===== src/rtl/irqc_pkg.sv =====
package irqc_pkg;
  localparam int NSRC      = 2;
  localparam int REG_W     = 8;
  localparam int GIE_BIT   = 0;
  localparam int EN_BASE   = 1;
  localparam int FLAG_BASE = 4;

  typedef enum logic [0:0] {
    SRC_EXT = 1'b0,
    SRC_TMR = 1'b1
  } src_e;

  function automatic int vec_of(input src_e s, input int stride);
    return (int'(s) + 1) * stride;
  endfunction
endpackage


===== src/rtl/irqc_fall_det.sv =====
module irqc_fall_det #(
  parameter int STAGES = 2
) (
  input  logic clk,
  input  logic rst,
  input  logic pin,
  output logic fall
);
  logic [STAGES-1:0] sync_q;
  logic              prev_q;

  always_ff @(posedge clk) begin
    if (rst) begin
      sync_q <= '1;
      prev_q <= 1'b1;
    end else begin
      sync_q <= {sync_q[STAGES-2:0], pin};
      prev_q <= sync_q[STAGES-1];
    end
  end

  assign fall = prev_q & ~sync_q[STAGES-1];
endmodule


===== src/rtl/irqc_arbiter.sv =====
module irqc_arbiter
  import irqc_pkg::*;
(
  input  logic [NSRC-1:0] req,
  output logic            any,
  output src_e            sel
);
  always_comb begin
    sel = SRC_EXT;
    for (int i = NSRC - 1; i >= 0; i--) begin
      if (req[i]) sel = src_e'(i);
    end
    any = |req;
  end
endmodule


===== src/rtl/irqc_wake.sv =====
module irqc_wake
  import irqc_pkg::*;
(
  input  logic            clk,
  input  logic            rst,
  input  logic            halt,
  input  logic [NSRC-1:0] flags,
  output logic            wake
);
  logic            halt_q;
  logic [NSRC-1:0] armed_q;
  logic [NSRC-1:0] armed_now;
  logic            wake_q;

  assign armed_now = (halt && !halt_q) ? ~flags : armed_q;

  always_ff @(posedge clk) begin
    if (rst) begin
      halt_q  <= 1'b0;
      armed_q <= '0;
      wake_q  <= 1'b0;
    end else begin
      halt_q  <= halt;
      armed_q <= armed_now;
      wake_q  <= halt && |(armed_now & flags);
    end
  end

  assign wake = wake_q;
endmodule


===== src/rtl/irq_vector_ctrl.sv =====
module irq_vector_ctrl
  import irqc_pkg::*;
#(
  parameter int VEC_W       = 10,
  parameter int VEC_STRIDE  = 4,
  parameter int SYNC_STAGES = 2
) (
  input  logic             clk,
  input  logic             rst,
  input  logic             phase_tick,
  input  logic             ext_pin,
  input  logic             tmr_ovf,
  input  logic             stack_full,
  input  logic             reti,
  input  logic             halt,
  input  logic             reg_wr,
  input  logic [REG_W-1:0] reg_wdata,
  output logic [REG_W-1:0] ctrl_rdata,
  output logic             irq_ack,
  output logic [VEC_W-1:0] irq_vec,
  output logic             wake_req
);
  logic             gie_q;
  logic [NSRC-1:0]  en_q;
  logic [NSRC-1:0]  flag_q;
  logic [NSRC-1:0]  set_ev;
  logic [NSRC-1:0]  req;
  logic             ext_fall;
  logic             any_req;
  src_e             pick;
  logic             take;
  logic             ack_q;
  logic [VEC_W-1:0] vec_q;

  irqc_fall_det #(.STAGES(SYNC_STAGES)) u_fall (
    .clk (clk),
    .rst (rst),
    .pin (ext_pin),
    .fall(ext_fall)
  );

  assign set_ev = {tmr_ovf, ext_fall};
  assign req    = flag_q & en_q;

  irqc_arbiter u_arb (
    .req(req),
    .any(any_req),
    .sel(pick)
  );

  assign take = phase_tick && gie_q && !stack_full && !reg_wr && any_req;

  always_ff @(posedge clk) begin
    if (rst) begin
      gie_q <= 1'b0;
      ack_q <= 1'b0;
      vec_q <= '0;
    end else begin
      ack_q <= take;
      if (take) vec_q <= VEC_W'(vec_of(pick, VEC_STRIDE));
      if (take)        gie_q <= 1'b0;
      else if (reg_wr) gie_q <= reg_wdata[GIE_BIT];
      else if (reti)   gie_q <= 1'b1;
    end
  end

  for (genvar i = 0; i < NSRC; i++) begin : g_src
    always_ff @(posedge clk) begin
      if (rst) begin
        en_q[i]   <= 1'b0;
        flag_q[i] <= 1'b0;
      end else begin
        if (reg_wr) en_q[i] <= reg_wdata[EN_BASE+i];
        if (set_ev[i])                      flag_q[i] <= 1'b1;
        else if (reg_wr)                    flag_q[i] <= reg_wdata[FLAG_BASE+i];
        else if (take && pick == src_e'(i)) flag_q[i] <= 1'b0;
      end
    end
  end

  always_comb begin
    ctrl_rdata          = '0;
    ctrl_rdata[GIE_BIT] = gie_q;
    for (int i = 0; i < NSRC; i++) begin
      ctrl_rdata[EN_BASE+i]   = en_q[i];
      ctrl_rdata[FLAG_BASE+i] = flag_q[i];
    end
  end

  irqc_wake u_wake (
    .clk  (clk),
    .rst  (rst),
    .halt (halt),
    .flags(flag_q),
    .wake (wake_req)
  );

  assign irq_ack = ack_q;
  assign irq_vec = vec_q;
endmodule


===== config.mk =====
export PLATFORM = sky130hd
export DESIGN_NAME = irq_vector_ctrl
export DESIGN_NICKNAME = d
export VERILOG_FILES = /design/src/rtl/irqc_pkg.sv /design/src/rtl/irqc_fall_det.sv /design/src/rtl/irqc_arbiter.sv /design/src/rtl/irqc_wake.sv /design/src/rtl/irq_vector_ctrl.sv
export SDC_FILE = /design/constraint.sdc
export NUM_CORES = 1
export LEC_CHECK = 0
export BUFFER_PORTS_ARGS = -buffer_cell sky130_fd_sc_hd__buf_2
export CORE_MARGIN = 8
export CORE_UTILIZATION = 37
export CTS_CLUSTER_DIAMETER = 150
export DETAILED_ROUTE_END_ITERATION = 8
export HOLD_SLACK_MARGIN = 0.1
export PLACE_DENSITY = 0.78
export SLEW_MARGIN = 20
export SYNTH_ARGS = -nofsm -noshare
export SYNTH_HDL_FRONTEND = slang
export SYNTH_SLANG_ARGS = --single-unit

===== constraint.sdc =====
create_clock -name clk -period 3.1 [get_ports clk]
set_input_delay 0.31 -clock clk [delete_from_list [all_inputs] [get_ports clk]]
set_output_delay 0.31 -clock clk [all_outputs]
set_load 0.01 [all_outputs]

# ---- Yosys cells after proc, flatten, opt, wreduce, memory -nomap -nowiden
# Index checks and enable logic that the tools add are counted.
dict set report op_classes {
  muxes 11
  reduce_logical 17
  bitwise_logic 6
  add_sub_neg 1
}
# op count
set ops {}
lappend ops {{$mux 1} 10}
lappend ops {{$logic_and 1x1->1} 8}
lappend ops {{$reduce_bool 3->1} 2}
lappend ops {{$reduce_or 2->1} 3}
lappend ops {{$and 2x2->2} 2}
lappend ops {{$logic_not 1->1} 3}
lappend ops {{$add 1x1->2 const B} 1}
lappend ops {{$mux 2} 1}
lappend ops {{$not 1->1} 2}
lappend ops {{$not 2->2} 1}
lappend ops {{$reduce_bool 2->1} 1}
lappend ops {{$and 1x1->1} 1}
dict set report word_totals {
  out_inout_bits 20
  input_bits 17
  word_cells 47
  regBits 21
}

# ---- Depth between registers and ports, before layout
# Gate-level depths: netlist of run 1.
dict set report logic_depth {
  ltp_word 8
  ltp_mapped 4
  ltp_nobuf 3
}

# ---- Hierarchy
# Synthesis of run 1 repeated with hierarchy kept, for this count alone.
dict set report unflattened {
  cells_unflattened 70
  hier_area_um2 708.2
}
# module area_per_inst_um2 instances seq_area_each_um2 cells_each
set modules_own_cells {}
lappend modules_own_cells {irq_vector_ctrl 442.9 1 160.2 47}
lappend modules_own_cells {irqc_wake 167.7 1 80.1 14}
lappend modules_own_cells {irqc_fall_det 85.1 1 60.1 7}
lappend modules_own_cells {irqc_arbiter 12.5 1 0.0 2}

# ---- Worst setup path before layout of run 1
# OpenSTA, ideal clock, no wires.
dict set report synth_timing {
  path_type {input port to flip-flop}
  from {in reg_wr}
  to {reg flag_q[1], in the netlist ctrl_rdata[5]}
  path_slack_ns 2.000
  path_stages 4
  required_ns 2.972
  t_arrival_ns 0.972
  path_buffers 1
  setup_ns 0.128
  cell_sequence {buf_6 nand4bb_4 nor3b_2 o22ai_1}
}
dict set report synth_via {
  elab_chain_len 5
  elab_cells_between_ends 7
  classes_between {mux: 2; reduce/logical: 5}
}
# item line_no
set synth_rtl {}
lappend synth_rtl {{start: declaration} irq_vector_ctrl.sv:16} ;# input logic reg_wr,
lappend synth_rtl {{$logic_not 1->1} irq_vector_ctrl.sv:51} ;# assign take = phase_tick && gie_q && !stack_full && !reg_wr && any_req;
lappend synth_rtl {{$logic_and 1x1->1 (2 in a row)} irq_vector_ctrl.sv:51}
lappend synth_rtl {{$logic_and 1x1->1} irq_vector_ctrl.sv:76} ;# else if (take && pick == src_e'(i)) flag_q[i] <= 1'b0;
lappend synth_rtl {{$reduce_bool 3->1 (no source line)} -}
lappend synth_rtl {{end signal: indexed assignment} irq_vector_ctrl.sv:75} ;# else if (reg_wr) flag_q[i] <= reg_wdata[FLAG_BASE+i];
lappend synth_rtl {{end: declaration} irq_vector_ctrl.sv:25} ;# logic [NSRC-1:0] flag_q;
# Several ways; a longest one is shown, not always the timed one.
# A chain may end at the register's enable or synchronous reset.

# ---- Worst setup path after layout of run 1
dict set report layout_timing {
  from {reg flag_q[1], in the netlist ctrl_rdata[5]}
  to {out ctrl_rdata[5]}
}
# item line_no
set layout_rtl {}
lappend layout_rtl {{end: declaration} irq_vector_ctrl.sv:18} ;# output logic [REG_W-1:0] ctrl_rdata,
# No word-level cell between the ends.

==> results_dict.tcl, run 1 <==
set metrics [dict create \
    yosysSeqAreaShare_pct 42.3 \
    clk_pin_slew_worst_paths_ps 80 \
    die_h_um 59.8 \
    cp_top_family "flip-flops" \
    grt_pass1_vias 502 \
    yosysWarnings 0 \
    max_freq_mhz 827 \
    cts_setup_buffers 0 \
    clk_path_buf_depth 2 \
    hold_viol_final 0 \
    ctsResizeCount 0 \
    cap_violations 0 \
    cp_cell_sequence "buf_2" \
    synth_ff_type "dfxtp_1" \
    start_util_pct 37.8 \
    die-area_mm2 0.00358 \
    grt_max_degree 16 \
    p_per_area_mw_per_mm2 449 \
    slew_viol_final 0 \
    final_nets 109 \
    clk_latency_ps 280 \
    synth_top_cell_by_area "dfxtp_1" \
    cp_slowest_cell "dfxtp_1" \
    leakage_uw 0.000384 \
    status "complete, no violations" \
    cts_tree "done" \
    hpwl_um 1100 \
    n_antenna_cell 0 \
    synth.distinct_cells 29 \
    cts_buffers 3 \
    crit_path_end_kind "primary output" \
    vdd_drop_max_uv 276 \
    place_inst 114 \
    port_buffers 22 \
    async_flop_share_pct 0 \
    period_minus_slack_ps 1210 \
    crit_type "reg -> out" \
    arrival_ps 900 \
    syn_avg_cell_area_um2 10.3 \
    skew_ps 2.76 \
    rows 16 \
    first_iter_violations 3 \
    total_power_uw 364 \
    cp_data_required_time_ps 2790 \
    place_congestion 0.705 \
    worst_hold_path_type "in -> reg" \
    synth-edff-count 0 \
    syn_to_final_growth_pct 14.3 \
    cts_hold_buf 0 \
    synth.area.top_cells "dfxtp_1 (42%), buf_4 (13%), mux2i_1 (4.2%)" \
    crit_buf_inv 1 \
    vias 512 \
    dr.pass1.iters 4 \
    fin_setup_tns_ps 0 \
    grt_use_total_pct 8.06 \
    io_pins 37 \
    cts_max_level 1 \
    period_share_pct 39.0 \
    syn-instance-count 69 \
    critPathLaunchType "flop" \
    viasPerCell 4.34 \
    path_max_fanout 6 \
    setup_violations 0 \
    max_stage_delay_ps 450 \
    core_mm2 0.00188 \
    gr-total-overflow 0 \
    clock-root-buffer "clkbuf_4" \
    rsz0062_at_grt "false" \
    drc 0 \
    drive_gt1_share_pct 37.4 \
    post-synth-top-area-fraction_pct 42.3 \
    whs_ps 210 \
    wire_per_inst_um 11.9 \
    synth_area_um2 711 \
    final_cells 118 \
    antenna_found_initial 0 \
    cts.sinks 15 \
    routed_wl_um 1400 \
    die_w_um 59.8 \
    detail-route-antenna-nets 0 \
    ys_ff_latch 15 \
    grt_pass1_wl_um 2150 \
]
[cells in the mapped netlist, types with 2 or more instances]
cell type and instances:
inv_1 3, nor3b_2 2, buf_4 12, nor2_1 4, or2_2 3, mux2i_1 3
a21oi_1 4, dfxtp_1 15, nor2b_1 2, nand2_1 2
[per-stage QoR]
stage                     setup WS (ps)  utilization, %  area, um^2
after global placement             1850            41.8         786
after CTS                          1890            43.2         812
final                              1890            43.2         812
after global routing               1840            43.2         812
after detailed placement           1790            41.8         786
after floorplan                    2000               -         748
[cell families after synthesis]
kind of cell / share of synthesized area, %
multiplexers: 4.23
AO/OA/AOI/OAI: 12.3
AND/OR/NAND/NOR: 24.1
buffers and inverters: 16.5
flip-flops: 42.3
other: 0.528
[state kept, by name, indices dropped and copies added, names as in the netlist]
name	count
u_wake.halt_q	1
irq_vec	2
u_fall.sync_q	2
u_wake.armed_q	2
ctrl_rdata	4
u_wake.wake	1
gie_q	1
irq_ack	1
u_fall.prev_q	1
[final timing paths]
check	to	slack, ps	cells past startpoint	start
worst max-delay path	ctrl_rdata[5]	1890	1	ctrl_rdata[5]
worst min-delay path	u_fall.sync_q[0]	210	2	ext_pin
worst max register to register	ctrl_rdata[5]	1970	3	gie_q
worst min register to register	u_fall.sync_q[1]	420	1	u_fall.sync_q[0]
[area by class of cell]
class / instances / area (um^2)
clock buffers: 4 / 26.3
inverters: 3 / 11.3
flip-flops and latches: 15 / 300
well taps: 27 / 33.8
fillers: 204 / 1070
repair buffers: 22 / 110
multi-input cells: 47 / 330
[layer usage]
layer  track usage, %  part of all wire (%)  up-vias
met5                0                     0        -
met4             5.10                   2.2        0
met3             4.09                    12        2
met2             12.9                    49       24
met1             8.09                    37      228
li1                 -                     -      258
[where the power goes]
group | switching (uW) | leakage (uW) | internal [uW]
combinational | 26.8 | 0.000245 | 22.4
clock | 55.2 | 0.0000150 | 49.9
sequential | 8.22 | 0.000124 | 202
total | 90.3 | 0.000384 | 274
[cell usage in the layout, fill, tap and decap left out]
cell type	synthesis	routed
a2111oi_2	1	1
a211o_1	1	1
a21oi_1	4	4
a21oi_2	1	1
a22o_1	1	1
a22oi_1	1	1
and3_1	1	1
buf_2	1	22
clkbuf_1	0	1
clkbuf_4	0	3
conb_1	1	11
dfxtp_1	15	15
inv_1	3	3
mux2i_1	3	3
nand2_1	2	2
nand2b_1	1	1
nand4_1	1	1
nand4bb_4	1	1
nor2_1	4	4
nor2b_1	2	2
nor3_1	1	1
nor3b_1	1	1
nor3b_2	2	2
nor4bb_4	1	1
o21ai_0	1	1
o21bai_1	1	1
o22ai_1	1	1
or2_2	3	3
or3b_1	1	1
(Power assumes the default switching activity.)
==> inputs of run 2 (changes only) <==
- ABC_AREA: not set -> 1
- PLACE_DENSITY: 0.78 -> 0.8
- clock period: 3.1 -> 1.1 ns (I/O delays scaled with it)
==> results_dict.tcl, run 2 <==
set metrics [dict create \
    drive_gt1_share_pct 35.7 \
    wire_per_inst_um 11.4 \
    synth-edff-count 0 \
    leakage_uw 0.000472 \
    die-area_mm2 0.00354 \
    syn_avg_cell_area_um2 8.53 \
    yosysMostFrequentCell "dfxtp_1" \
    fillers 168 \
    synth.area.top_cells "dfxtp_1 (43%), buf_4 (13%), nand2_1 (7.0%)" \
    total_power_uw 1060 \
    detail-route-antenna-nets 0 \
    skew_ps 10.2 \
    syn_to_final_growth_pct 26.1 \
    cts_tree "done" \
    layout_commonest_cell "buf_2" \
    antenna_found_initial 0 \
    synth.distinct_cells 21 \
    crit_type "in -> reg" \
    setup_violations 0 \
    synthTopCellsByCount "dfxtp_1 (15), nand2_1 (13), buf_4 (12)" \
    status "complete, no violations" \
    yosysWarnings 0 \
    max_freq_mhz 999 \
    grt_use_total_pct 9.46 \
    viasPerCell 4.22 \
    place_congestion 0.753 \
    async_flop_share_pct 0 \
    die_w_um 59.5 \
    fin_setup_tns_ps 0 \
    largest_reg_flops 4 \
    core_mm2 0.00175 \
    arrival_ps 1170 \
    first_iter_violations 1 \
    start_util_pct 40.1 \
    period_share_pct 91.0 \
    rows 15 \
    io_pins 37 \
    drc 0 \
    clk_latency_ps 290 \
    worst_hold_path_type "in -> reg" \
    cap_violations 0 \
    rsz0062_at_grt "false" \
    grt_max_degree 15 \
    slew_viol_final 0 \
    cp_data_required_time_ps 1270 \
    hold_viol_final 0 \
    p_per_area_mw_per_mm2 1200 \
    multiInputGateArea_um2 304 \
    cts_max_level 1 \
    clk_pin_slew_worst_paths_ps 100 \
    routed_wl_um 1560 \
    synth_area_um2 699 \
    synth_ff_type "dfxtp_1" \
    cts_setup_buffers 0 \
    finalWorstSetupSlack_ps 99.0 \
    post-synth-top-area-fraction_pct 42.9 \
    dp_slack_ps 81.3 \
    cts.sinks 15 \
    final_nets 130 \
    path_max_fanout 5 \
    grt_pass1_wl_um 2530 \
    cts_buffers 3 \
    dr.pass1.iters 2 \
    ys_ff_latch 15 \
    clock-root-buffer "clkbuf_4" \
    mostFrequentLayoutCells "buf_2 (22), dfxtp_1 (15), nand2_1 (12), conb_1 (11), nor2_1 (8)" \
    regArea_um2 300 \
    die_h_um 59.5 \
    grt_pass1_vias 564 \
    vdd_drop_max_uv 614 \
    synth_top_cell_by_area "dfxtp_1" \
    port_buffers 22 \
    hpwl_um 1160 \
    vias 578 \
    n_antenna_cell 0 \
    gr-total-overflow 0 \
    yosysSeqAreaShare_pct 42.9 \
    critPathLaunchType "input pin" \
    clk_path_buf_depth 2 \
    syn-instance-count 82 \
    period_minus_slack_ps 1000 \
    crit_path_end_kind "flop" \
]
run 2: cell count changes after synthesis, moves of 2 or more:
cell / change
nor2_1: +5
nand2_4: +3
mux2i_1: -3
a21oi_1: +2
nand2_1: +11
nor3b_2: -2
nor2b_1: -2
nand3_1: +2
a211oi_1: +2
inv_1: +2
run 2: layout make-up:
cell class | instances | share of cell area (%)
sequential | 15 | 34.0
inverter | 7 | 3.55
timing repair buffer | 30 | 21.3
clock inverter | 1 | 0.567
tap | 25 | 3.55
multi-input combinational | 56 | 34.5
clock buffer | 3 | 2.55
run 2: metal layers:
metal | part of all wire, % | track usage [%] | up-vias
met5 | 0 | 0 | -
met4 | 0.77 | 5.12 | 0
met3 | 10 | 4.34 | 4
met2 | 47 | 15.4 | 25
met1 | 42 | 9.85 | 255
li1 | - | - | 294
run 2: where the power goes:
part	leakage (uW)	switching, uW	internal [uW]
Clock	0.0000177	181	135
Combinational	0.000330	90.3	71.1
Sequential	0.000124	15.3	568
run 2: kinds of logic (layout without fill, tap and decap cells):
group	after synthesis	after routing	share of synthesized area, %
buf+inv	21	41	19.7
compound gates	13	13	12.2
simple gates	32	32	24.7
flops	15	15	42.9
other cells	1	11	0.536
run 2: per-stage QoR:
step | std cells | hold slack, ps | utilization (%) | cell area (um^2)
floorplan | 92 | 190 | - | 737
global placement | 126 | 294 | 44.7 | 779
detailed placement | 126 | 297 | 44.7 | 779
CTS | 137 | 135 | 50.3 | 877
global route | 137 | 145 | 50.5 | 882
finish | 137 | 145 | 50.5 | 882
run 2: worst max-delay path, cell delays in order:
cell and delay (ps):
dlygate4sd3_1 520, buf_2 90, inv_1 50, nor2_2 160, inv_1 80, nand3_1 70, a21boi_0 80
run 2: worst paths after layout:
| path | start | depth (start not counted) | to | slack, ps |
|---|---|---|---|---|
| max | halt | 7 | u_wake.wake | 100 |
| min | rst | 2 | irq_vec[2] | 150 |
| max reg2reg | gie_q | 5 | irq_vec[2] | 110 |
| min reg2reg | u_fall.sync_q[0] | 1 | u_fall.sync_q[1] | 420 |
run 2: timing repair:
item / in CTS / in global routing
endpoints found under the setup margin: 0 / 3
hold buffers: 7 / 0
gates resized for setup: 0 / 2
hold endpoints to repair: 6 / 0
==> inputs of run 3 (changes only) <==
- ABC_AREA: 1 -> not set
==> results_dict.tcl, run 3 (synthesis gave the netlist of run 1 again) <==
set metrics [dict create \
    skew_ps 3.23 \
    power_switching_uw 258 \
    cap_violations 0 \
    die-area_mm2 0.00358 \
    cp-startpoint "rst" \
    cts_max_level 1 \
    clock-root-buffer "clkbuf_4" \
    first_iter_violations 3 \
    cp-endpoint "ctrl_rdata[5]" \
    hold_viol_final 0 \
    n_antenna_cell 0 \
    total_power_uw 1050 \
    cp_data_required_time_ps 1310 \
    grt_pass1_vias 502 \
    comb_power_share_pct 15.1 \
    mostFrequentLayoutCells "buf_2 (21), dfxtp_1 (14), conb_1 (11), dlygate4sd3_1 (6)" \
    crit_path_end_kind "flop" \
    period_minus_slack_ps 1040 \
    p_clk_share_pct 28.7 \
    p_per_area_mw_per_mm2 1180 \
    worst_hold_path_type "in -> reg" \
    start_util_pct 37.8 \
    internal_power_uw 791 \
    wire_per_inst_um 10.6 \
    path_max_fanout 9 \
    critPathLaunchType "input pin" \
    switching_share_pct 24.6 \
    largest_reg_flops 4 \
    max_freq_mhz 960 \
    port_buffers 22 \
    routed_wl_um 1330 \
    seqPwrFrac_pct 56.2 \
    grt_use_total_pct 8.16 \
    detail-route-antenna-nets 0 \
    core_mm2 0.00188 \
    syn_to_final_growth_pct 25.2 \
    antenna_found_initial 0 \
    arrival_ps 1250 \
    hpwl_um 1080 \
    place_congestion 0.681 \
    io_pins 37 \
    reg2reg_to "ctrl_rdata[5]" \
    cts_buffers 3 \
    crit_type "in -> reg" \
    hold_depth 3 \
    setup_violations 0 \
    r2r-start "gie_q" \
    vdd_drop_max_uv 990 \
    period_share_pct 94.7 \
    vias 538 \
    cts.sinks 15 \
    cts_tree "done" \
    status "complete, no violations" \
    ff2ff_path_depth 3 \
    clk_latency_ps 280 \
    grt_pass1_wl_um 2160 \
    die_h_um 59.8 \
    layout_commonest_cell "buf_2" \
    slew_viol_final 0 \
    dr.pass1.iters 2 \
    fin_setup_tns_ps 0 \
    drc 0 \
    die_w_um 59.8 \
    drive_gt1_share_pct 36.7 \
    clk_path_buf_depth 2 \
    regToRegSetupSlack_ps 110 \
    grt_max_degree 10 \
    gr-total-overflow 0 \
    clk_pin_slew_worst_paths_ps 80 \
    final_nets 116 \
    rows 16 \
    viasPerCell 4.30 \
    rsz0062_at_grt "false" \
    leakage_uw 0.000416 \
]
## run 3: changes by cell type in the layout (fill, tap and decap cells not counted), moves of 2 or more
cell	delta
nand2_1	-10
nor2_1	-4
mux2i_1	+3
nand2_4	-3
a211oi_1	-2
a21oi_1	-2
inv_1	-2
nand3_1	-2
nor2b_1	+2
## run 3: cell type report
class	count	area, um^2
Tap cell	27	33.8
Timing Repair Buffer	29	180
Inverter	3	11.3
Multi-Input combinational cell	47	337
Sequential cell	15	302
Fill cell	186	992
Clock buffer	4	26.3
## run 3: worst min-delay path by stage
stage | startpoint | to
2_1_floorplan | rst | gie_q
3_3_place_gp | ext_pin | u_fall.sync_q[0]
3_5_place_dp | ext_pin | u_fall.sync_q[0]
4_1_cts | tmr_ovf | ctrl_rdata[5]
5_1_grt | reg_wdata[4] | ctrl_rdata[4]
6_report | tmr_ovf | ctrl_rdata[5]
## run 3: routing by layer
layer	GRT usage (%)	wire (um)	vias to the layer above
met5	0	0	-
met4	3.06	13	0
met3	5.81	176	2
met2	13.4	618	23
met1	7.74	523	239
li1	-	-	274
## run 3: worst max-delay path, cell delays in order
cell	delay, ps
dlygate4sd3_1	650
or3b_1	390
o22ai_1	100
## run 3: power by group through the flow
stage	Clock (uW)	Sequential, uW	Combinational [uW]
final	301	590	159
after global routing	348	594	175
after CTS	319	590	159
after detailed placement	0	602	142
after global placement	0	601	141
after floorplan	0	604	119
## run 3: stage by stage
step                      std cells  hold slack (ps)  utilization (%)  setup slack, ps  cell area (um^2)
after floorplan                  79              179                -              118               748
after global placement          116              295             42.6             77.8               801
after detailed placement        116              299             42.6             38.8               801
after CTS                       126              102             47.1             31.1               887
after global routing            125              106             47.3             1.25               890
final                           125              108             47.3             58.5               890
## run 3: what timing repair did
| action | CTS | global route |
|---|---|---|
| setup buffers | 0 | 0 |
| endpoints found under the hold margin | 8 | 0 |
| resized for setup | 0 | 2 |
| endpoints found under the setup margin | 0 | 1 |
| hold buffers | 6 | 0 |
